## src/rtl/pwm_timer_pkg.sv

```systemverilog
// Shared definitions for the PWM timer: register addresses and flag bit positions.
package pwm_timer_pkg;
    typedef enum logic [2:0] {
        ADDR_MODE  = 3'd0,
        ADDR_CMP_A = 3'd1,
        ADDR_CMP_B = 3'd2,
        ADDR_TOP   = 3'd3,
        ADDR_MASK  = 3'd4,
        ADDR_FCLR  = 3'd5
    } reg_addr_e;

    localparam int NUM_FLAGS = 3;
    localparam int FLAG_OVF  = 0;
    localparam int FLAG_MA   = 1;
    localparam int FLAG_MB   = 2;
endpackage

```

## src/rtl/pwm_timer_regs.sv

```systemverilog
// Register file: mode, compare values, interrupt mask and sticky flags.
// Assumes writes are single-cycle strobes. Flag set events take priority over clears.
module pwm_timer_regs
    import pwm_timer_pkg::*;
#(
    parameter int W = 8
) (
    input  logic                 clk,
    input  logic                 rst_n,
    input  logic                 wr_en,
    input  logic [2:0]           wr_addr,
    input  logic [W-1:0]         wr_data,
    input  logic [NUM_FLAGS-1:0] set_evt,
    output logic                 pwm_mode,
    output logic [W-1:0]         cmp_a,
    output logic [W-1:0]         cmp_b,
    output logic [W-1:0]         top,
    output logic [NUM_FLAGS-1:0] mask,
    output logic [NUM_FLAGS-1:0] flags
);
    logic [NUM_FLAGS-1:0] clr_bits;

    // Decode the write-one-to-clear bits for the flag register.
    always_comb begin
        clr_bits = '0;
        if (wr_en && wr_addr == ADDR_FCLR)
            clr_bits = wr_data[NUM_FLAGS-1:0];
    end

    // Configuration registers written by address.
    always_ff @(posedge clk) begin
        if (!rst_n) begin
            pwm_mode <= 1'b0;
            cmp_a    <= '0;
            cmp_b    <= '0;
            top      <= '1;
            mask     <= '0;
        end else if (wr_en) begin
            case (wr_addr)
                ADDR_MODE:  pwm_mode <= wr_data[0];
                ADDR_CMP_A: cmp_a    <= wr_data;
                ADDR_CMP_B: cmp_b    <= wr_data;
                ADDR_TOP:   top      <= wr_data;
                ADDR_MASK:  mask     <= wr_data[NUM_FLAGS-1:0];
                default:    ;
            endcase
        end
    end

    // Sticky flags: set on events, cleared by write-one, set wins.
    always_ff @(posedge clk) begin
        if (!rst_n) flags <= '0;
        else        flags <= (flags & ~clr_bits) | set_evt;
    end

    a_r8_set_wins: assert property (@(posedge clk) disable iff (!rst_n)
        set_evt[FLAG_OVF] |=> flags[FLAG_OVF]);
    a_r8_clear: assert property (@(posedge clk) disable iff (!rst_n)
        (clr_bits[FLAG_MA] && !set_evt[FLAG_MA]) |=> !flags[FLAG_MA]);
endmodule

```

## src/rtl/pwm_timer_counter.sv

```systemverilog
// Up-counter with programmable top. It steps only when enabled and wraps to zero
// after reaching top or all-ones. Assumes top may change at any time.
module pwm_timer_counter #(
    parameter int W = 8
) (
    input  logic         clk,
    input  logic         rst_n,
    input  logic         step,
    input  logic [W-1:0] top,
    output logic [W-1:0] cnt_q,
    output logic [W-1:0] cnt_next,
    output logic         wrap_evt
);
    logic at_end;

    // Compute the wrap condition and the next count value.
    always_comb begin
        at_end   = (cnt_q == top) || (cnt_q == {W{1'b1}});
        cnt_next = at_end ? '0 : cnt_q + 1'b1;
        wrap_evt = step && at_end;
    end

    // Count register, advanced on enabled cycles only.
    always_ff @(posedge clk) begin
        if (!rst_n)    cnt_q <= '0;
        else if (step) cnt_q <= cnt_next;
    end

    a_r2_hold: assert property (@(posedge clk) disable iff (!rst_n)
        !step |=> $stable(cnt_q));
    a_r2_step: assert property (@(posedge clk) disable iff (!rst_n)
        (step && cnt_q != top && cnt_q != {W{1'b1}}) |=> cnt_q == $past(cnt_q) + 1'b1);
    a_r3_wrap_zero: assert property (@(posedge clk) disable iff (!rst_n)
        wrap_evt |=> cnt_q == '0);
endmodule

```

## src/rtl/pwm_timer_channel.sv

```systemverilog
// One output channel. It detects the compare match on the count step and drives
// the true output. In normal mode a match toggles the output. In PWM mode a restart
// sets the output and a match clears it, with the match taking priority.
module pwm_timer_channel #(
    parameter int W = 8
) (
    input  logic         clk,
    input  logic         rst_n,
    input  logic         step,
    input  logic         wrap_evt,
    input  logic         pwm_mode,
    input  logic [W-1:0] cnt_next,
    input  logic [W-1:0] cmp,
    output logic         match_evt,
    output logic         out_q
);
    // Match when the step lands the counter on the compare value.
    always_comb match_evt = step && (cnt_next == cmp);

    // Output register update per mode.
    always_ff @(posedge clk) begin
        if (!rst_n) begin
            out_q <= 1'b0;
        end else if (pwm_mode) begin
            if (match_evt)     out_q <= 1'b0;
            else if (wrap_evt) out_q <= 1'b1;
        end else if (match_evt) begin
            out_q <= ~out_q;
        end
    end

    a_r6_match_low: assert property (@(posedge clk) disable iff (!rst_n)
        (pwm_mode && match_evt) |=> !out_q);
    a_r6_restart_high: assert property (@(posedge clk) disable iff (!rst_n)
        (pwm_mode && wrap_evt && !match_evt) |=> out_q);
    a_r5_toggle: assert property (@(posedge clk) disable iff (!rst_n)
        (!pwm_mode && match_evt) |=> out_q != $past(out_q));
endmodule

```

## src/rtl/pwm_timer_top.sv

```systemverilog
// PWM timer top. It ties the register file, the counter and two output channels
// together, and derives the inverted outputs and the interrupt request.
// Assumes cnt_en comes from an external prescaler as a one-cycle pulse.
module pwm_timer_top
    import pwm_timer_pkg::*;
#(
    parameter int W = 8
) (
    input  logic                 clk,
    input  logic                 rst_n,
    input  logic                 cnt_en,
    input  logic                 wr_en,
    input  logic [2:0]           wr_addr,
    input  logic [W-1:0]         wr_data,
    output logic [W-1:0]         count,
    output logic [NUM_FLAGS-1:0] flags,
    output logic                 irq,
    output logic                 out_a,
    output logic                 out_a_n,
    output logic                 out_b,
    output logic                 out_b_n,
    output logic                 inv_oe
);
    localparam int NCH = 2;

    logic                 pwm_mode;
    logic [W-1:0]         cmp_a, cmp_b, top, cnt_next;
    logic [NUM_FLAGS-1:0] mask, set_evt;
    logic                 wrap_evt;
    logic [W-1:0]         cmp_v [NCH];
    logic [NCH-1:0]       match_v, out_v;

    pwm_timer_regs #(.W(W)) u_regs (
        .clk(clk), .rst_n(rst_n), .wr_en(wr_en), .wr_addr(wr_addr),
        .wr_data(wr_data), .set_evt(set_evt), .pwm_mode(pwm_mode),
        .cmp_a(cmp_a), .cmp_b(cmp_b), .top(top), .mask(mask), .flags(flags)
    );

    pwm_timer_counter #(.W(W)) u_cnt (
        .clk(clk), .rst_n(rst_n), .step(cnt_en), .top(top),
        .cnt_q(count), .cnt_next(cnt_next), .wrap_evt(wrap_evt)
    );

    // Route the compare values to the channel array.
    always_comb begin
        cmp_v[0] = cmp_a;
        cmp_v[1] = cmp_b;
    end

    for (genvar i = 0; i < NCH; i++) begin : g_ch
        pwm_timer_channel #(.W(W)) u_ch (
            .clk(clk), .rst_n(rst_n), .step(cnt_en), .wrap_evt(wrap_evt),
            .pwm_mode(pwm_mode), .cnt_next(cnt_next), .cmp(cmp_v[i]),
            .match_evt(match_v[i]), .out_q(out_v[i])
        );
    end

    // Flag events, pin outputs and the interrupt request.
    always_comb begin
        set_evt           = '0;
        set_evt[FLAG_OVF] = wrap_evt;
        set_evt[FLAG_MA]  = match_v[0];
        set_evt[FLAG_MB]  = match_v[1];
        out_a   = out_v[0];
        out_b   = out_v[1];
        inv_oe  = pwm_mode;
        out_a_n = pwm_mode & ~out_v[0];
        out_b_n = pwm_mode & ~out_v[1];
        irq     = |(flags & mask);
    end

    a_r3_ovf_flag: assert property (@(posedge clk) disable iff (!rst_n)
        (cnt_en && count == top) |=> flags[FLAG_OVF]);
    a_r4_match_flag: assert property (@(posedge clk) disable iff (!rst_n)
        (cnt_en && count != cmp_a && count + 1'b1 == cmp_a && count != top) |=> flags[FLAG_MA]);
    a_r7_pair: assert property (@(posedge clk) disable iff (!rst_n)
        inv_oe |-> (out_a_n != out_a) && (out_b_n != out_b));
endmodule

```

## config.mk

```make
export PLATFORM = sky130hd
export DESIGN_NAME = pwm_timer_top
export DESIGN_NICKNAME = d
export VERILOG_FILES = /design/src/rtl/pwm_timer_pkg.sv /design/src/rtl/pwm_timer_regs.sv /design/src/rtl/pwm_timer_counter.sv /design/src/rtl/pwm_timer_channel.sv /design/src/rtl/pwm_timer_top.sv
export SDC_FILE = /design/constraint.sdc
export NUM_CORES = 1
export LEC_CHECK = 0
export ABC_AREA = 0
export BUFFER_PORTS_ARGS = -buffer_cell sky130_fd_sc_hd__buf_2
export CAP_MARGIN = 20
export CORE_ASPECT_RATIO = 0.6
export CORE_MARGIN = 4
export CORE_UTILIZATION = 62
export CTS_CLUSTER_SIZE = 40
export DETAILED_ROUTE_END_ITERATION = 7
export GPL_ROUTABILITY_DRIVEN = 0
export HOLD_SLACK_MARGIN = 0.12
export PLACE_DENSITY = 0.86
export SYNTH_ARGS = -nofsm -noshare
export SYNTH_HDL_FRONTEND = slang
export SYNTH_HIERARCHICAL = 1
export SYNTH_SLANG_ARGS = --single-unit
```

## constraint.sdc

```tcl
create_clock -name clk -period 5.66 [get_ports clk]
set_clock_uncertainty 0.05 [all_clocks]
set_input_delay 0.566 -clock clk [delete_from_list [all_inputs] [get_ports clk]]
set_output_delay 0.566 -clock clk [all_outputs]
set_load 0.05 [all_outputs]
```

==> results.md <==
| Metric | Value |
| --- | --- |
| Worst slew margin relative to its limit | 29.42% |
| Share of synthesized area occupied by flip-flops and latches | 34.47% |
| Number of detailed-routing iterations run before antenna repair | 4 |
| Die extent in y | 56 microns |
| Number of DRC markers after the initial detailed-route iteration | 161 |
| HP Start | u_regs/mask[0] |
| Number of endpoints failing setup at the final stage | 0 |
| Reg2Reg Depth | 10 |
| Critical path peak fanout | 7 |
| Count of flip-flops with a built-in enable after synthesis | 0 |
| Final Cycle Share | 47.98% |
| Top achievable clock speed | 0.3683 GHz |
| Total congestion overflow | 0 |
| HPWL after DPL | 3.756 mm |
| Clock input transition at the sequential cells of the worst setup and hold paths | 0.08 ns |
| Global-route wire length before repair | 8.342 mm |
| Post-layout net count | 294 |
| Worst vdd rail ir drop | 0.1718 mV |
| Layout cells sized above 1 | 18.28% |
| Post-synthesis net count | 272 |
| Power density cells | 219.9 nW/um^2 |
| Number of I/O pins | 32 |
| Synth Register Bits | 41 |
| Element type at the critical path end | register |
| Quantity of I/O buffers inserted on ports | 31 |
| DR DRC count | 0 |
| Top FF cell, synth | dfxtp_1 |
| Root buffer selected by CTS | clkbuf_8 |
| Synth cell types | 44 |
| Initial antenna violation count | 0 |
| CTS tree | done |
| WL final | 5.276 mm |
| Proportion of power drawn by the clock network | 32.1% |
| Share of async-settable or async-resettable flops after synthesis | 0% |
| Starting utilization of the core area | 64.71% |
| Share of total power in sequential cells | 53.7% |
| Hold worst-path end | u_regs/mask[0] |
| Mapped Area | 2381 sq um |
| Worst min-delay path class | register to register |
| Worst-margin pin slew | 1.059 ns |
| Number of cells upsized or downsized after cts | 0 |
| Max-capacitance violation count | 0 |
| Die width | 88.01 microns |
| Startpoint type of the worst setup path | register |
| Insertion delay to the later sink of the worst-skew pair | 0.30 ns |
| Result of the run | complete, no violations |
| Main area contributors after synthesis | dfxtp_1, mux2i_1, xnor2_1, nand2_1, nor2b_1 |
| Number of global-route vias before repair | 1631 |
| Syn-to-layout area delta | 8.303% |
| Per-instance average area after synthesis | 9.301 sq um |
| Total negative setup slack | 0 ns |
| Final critical-path required period | 2.716 ns |
| Cell internal pwr | 0.0004135 W |
| Number of clock sinks | 41 |
| Hold-fix buffers at CTS | 0 |
| Hold Path Stages | 2 |
| Net Switching | 0.0001536 W |
| Placement row count | 17 |
| Number of antenna diodes | 0 |
| Startpoint of the most critical register-to-register path | u_cnt/cnt_q[0] |
| Maximum clock insertion buffer count | 2 |
| Type of the worst setup path | register to register |
| Combinational share of power | 14.2% |
| FF-to-FF setup slack | 2.94 ns |
| Switching part of the total power | 27.09% |
| Filler Cells Inserted | 303 |
| Die Footprint | 4928 sq um |
| Number of levels in the clock H-tree | 2 |
| Via density | 5.770 |
| Final-report hold violation count | 0 |
| Count of nets left with antenna violations after detail routing | 0 |
| Count of yosys warnings during synthesis | 6 |
| Largest net degree at the start of global routing | 74 |
| Leakage power | 1.093 nW |
| Number of setup buffers added after CTS | 0 |
| Total via count after detailed routing | 1881 |
| Worst Path Required | 5.83 ns |
| Floorplan Core Area | 3680 sq um |
| Synthesized instance count | 256 |
| Post-synth top area cell | dfxtp_1 |
| Final number of max-transition violations | 0 |
| Post-synth top area share | 34.47% |
| Total clock buffers created by CTS | 5 |
| Post-detailed-route wirelength per cell | 16.18 microns |
| Global routing usage summed across all routing layers | 22.32% |
| Arrival time of data at the critical path endpoint | 2.89 ns |
| Post-route setup slack | 2.944 ns |
| End of the worst register-to-register path | u_regs/flags[1] |
| DP Worst Slack | 3.163 ns |
| RSZ-0062 raised after global routing | no |
power groups by stage:
| stage | logic, W | registers, W | clock network, W |
|---|---|---|---|
| final | 0.0000805 | 0.000304 | 0.000182 |
| after global routing | 0.0000865 | 0.000305 | 0.000201 |
| after CTS | 0.0000802 | 0.000304 | 0.000187 |
| after detailed placement | 0.0000793 | 0.000311 | 0 |
| after global placement | 0.0000780 | 0.000310 | 0 |
| after floorplan | 0.0000475 | 0.000322 | 0 |
synthesized netlist by cell type (2+ instances only):
master      n
a21o_1      2
a31oi_1     3
and3_1      5
and3b_1     2
and4b_1     5
buf_2       8
buf_4       3
buf_6       2
clkbuf_1    2
dfxtp_1    41
inv_1       5
mux2i_1    30
nand2_1    39
nand3_1     4
nand3b_1   10
nand4_1     2
nand4_4     2
nand4b_1    2
nor2_1     11
nor2b_1    18
nor3_2      2
o2111ai_1   3
o211ai_1    2
o21ai_0     4
o22ai_1     3
xnor2_1    25
xnor2_2     4
logic make-up after synthesis:
| logic type | after synthesis | share of synthesized area, % |
|---|---|---|
| buffers and inverters | 21 | 4.834 |
| AND/OR/NAND/NOR | 111 | 28.17 |
| flip-flops | 41 | 34.47 |
| adder cells (fa/ha/maj) | 1 | 0.5254 |
| multiplexers | 30 | 12.61 |
| AO/OA/AOI/OAI | 22 | 7.094 |
| XOR/XNOR | 30 | 12.30 |
routing by layer:
layer | routed length [microns] | part of all wire [%] | track usage, % | vias to the layer above
met3 | 400 | 7.6 | 6.361 | 10
li1 | - | - | - | 933
met5 | 0 | 0 | 0 | -
met4 | 102 | 1.9 | 9.190 | 0
met2 | 2215 | 42 | 29.94 | 60
met1 | 2558 | 48 | 32.79 | 878
flip-flops by register name, summed over array words and instances, names as in the netlist:
register / flops
g_ch.u_ch/out_q: 2
u_cnt/cnt_q: 8
u_regs/cmp_a: 8
u_regs/cmp_b: 8
u_regs/flags: 3
u_regs/mask: 3
u_regs/pwm_mode: 1
u_regs/top: 8
stage by stage:
| stage | cell area, sq um | hold slack (ns) | power (W) | cells | utilization, % |
|---|---|---|---|---|---|
| after floorplan | 2381 | 0.3841 | 0.0003691 | 256 | - |
| after global placement | 2499 | 0.3968 | 0.0003883 | 318 | 67.90 |
| after detailed placement | 2499 | 0.4077 | 0.0003901 | 318 | 67.90 |
| after CTS | 2579 | 0.4160 | 0.0005719 | 326 | 70.08 |
| after global routing | 2579 | 0.4420 | 0.0005923 | 326 | 70.08 |
| final | 2579 | 0.4178 | 0.0005671 | 326 | 70.08 |
layout by cell type (no fill, tap or decap), types with 2 or more instances in the layout:
cell / n
a21o_1: 2
a31oi_1: 3
and3_1: 5
and3b_1: 2
and4b_1: 5
buf_2: 31
clkbuf_1: 3
clkbuf_8: 5
dfxtp_1: 41
inv_1: 5
mux2i_1: 30
nand2_1: 39
nand3_1: 4
nand3b_1: 10
nand4_1: 2
nand4_4: 2
nand4b_1: 2
nor2_1: 11
nor2b_1: 18
nor3_2: 2
o2111ai_1: 3
o211ai_1: 2
o21ai_0: 4
o22ai_1: 3
xnor2_1: 25
xnor2_2: 4
worst max-delay path, cell delays in order, from the launching register on:
cell,delay [ns]
dfxtp_1,0.46
ha_1,0.27
and3_1,0.30
nand3_1,0.18
xor2_1,0.19
nor2_1,0.22
xnor2_1,0.17
nand3_1,0.15
nor3_2,0.30
o21ai_0,0.14
a31oi_1,0.19
worst max path at each step:
stage | start | to | slack [ns]
finish | u_cnt/cnt_q[0] | u_regs/flags[1] | 2.94
global route | u_cnt/cnt_q[0] | u_regs/flags[2] | 2.84
CTS | u_cnt/cnt_q[0] | u_regs/flags[1] | 2.97
detailed placement | u_cnt/cnt_q[0] | u_regs/flags[1] | 3.16
global placement | u_cnt/cnt_q[0] | u_regs/flags[1] | 3.30
floorplan | u_cnt/cnt_q[0] | u_regs/flags[2] | 3.09
final cells by class:
cell class	count	area (sq um)	area share, %
multi-input cells	194	1445	56.04
flip-flops and latches	41	820.8	31.83
repair buffers	31	155.1	6.017
clock buffers	8	80.08	3.105
well taps	47	58.81	2.280
inverters	5	18.77	0.7278
(Power assumes the default switching activity.)
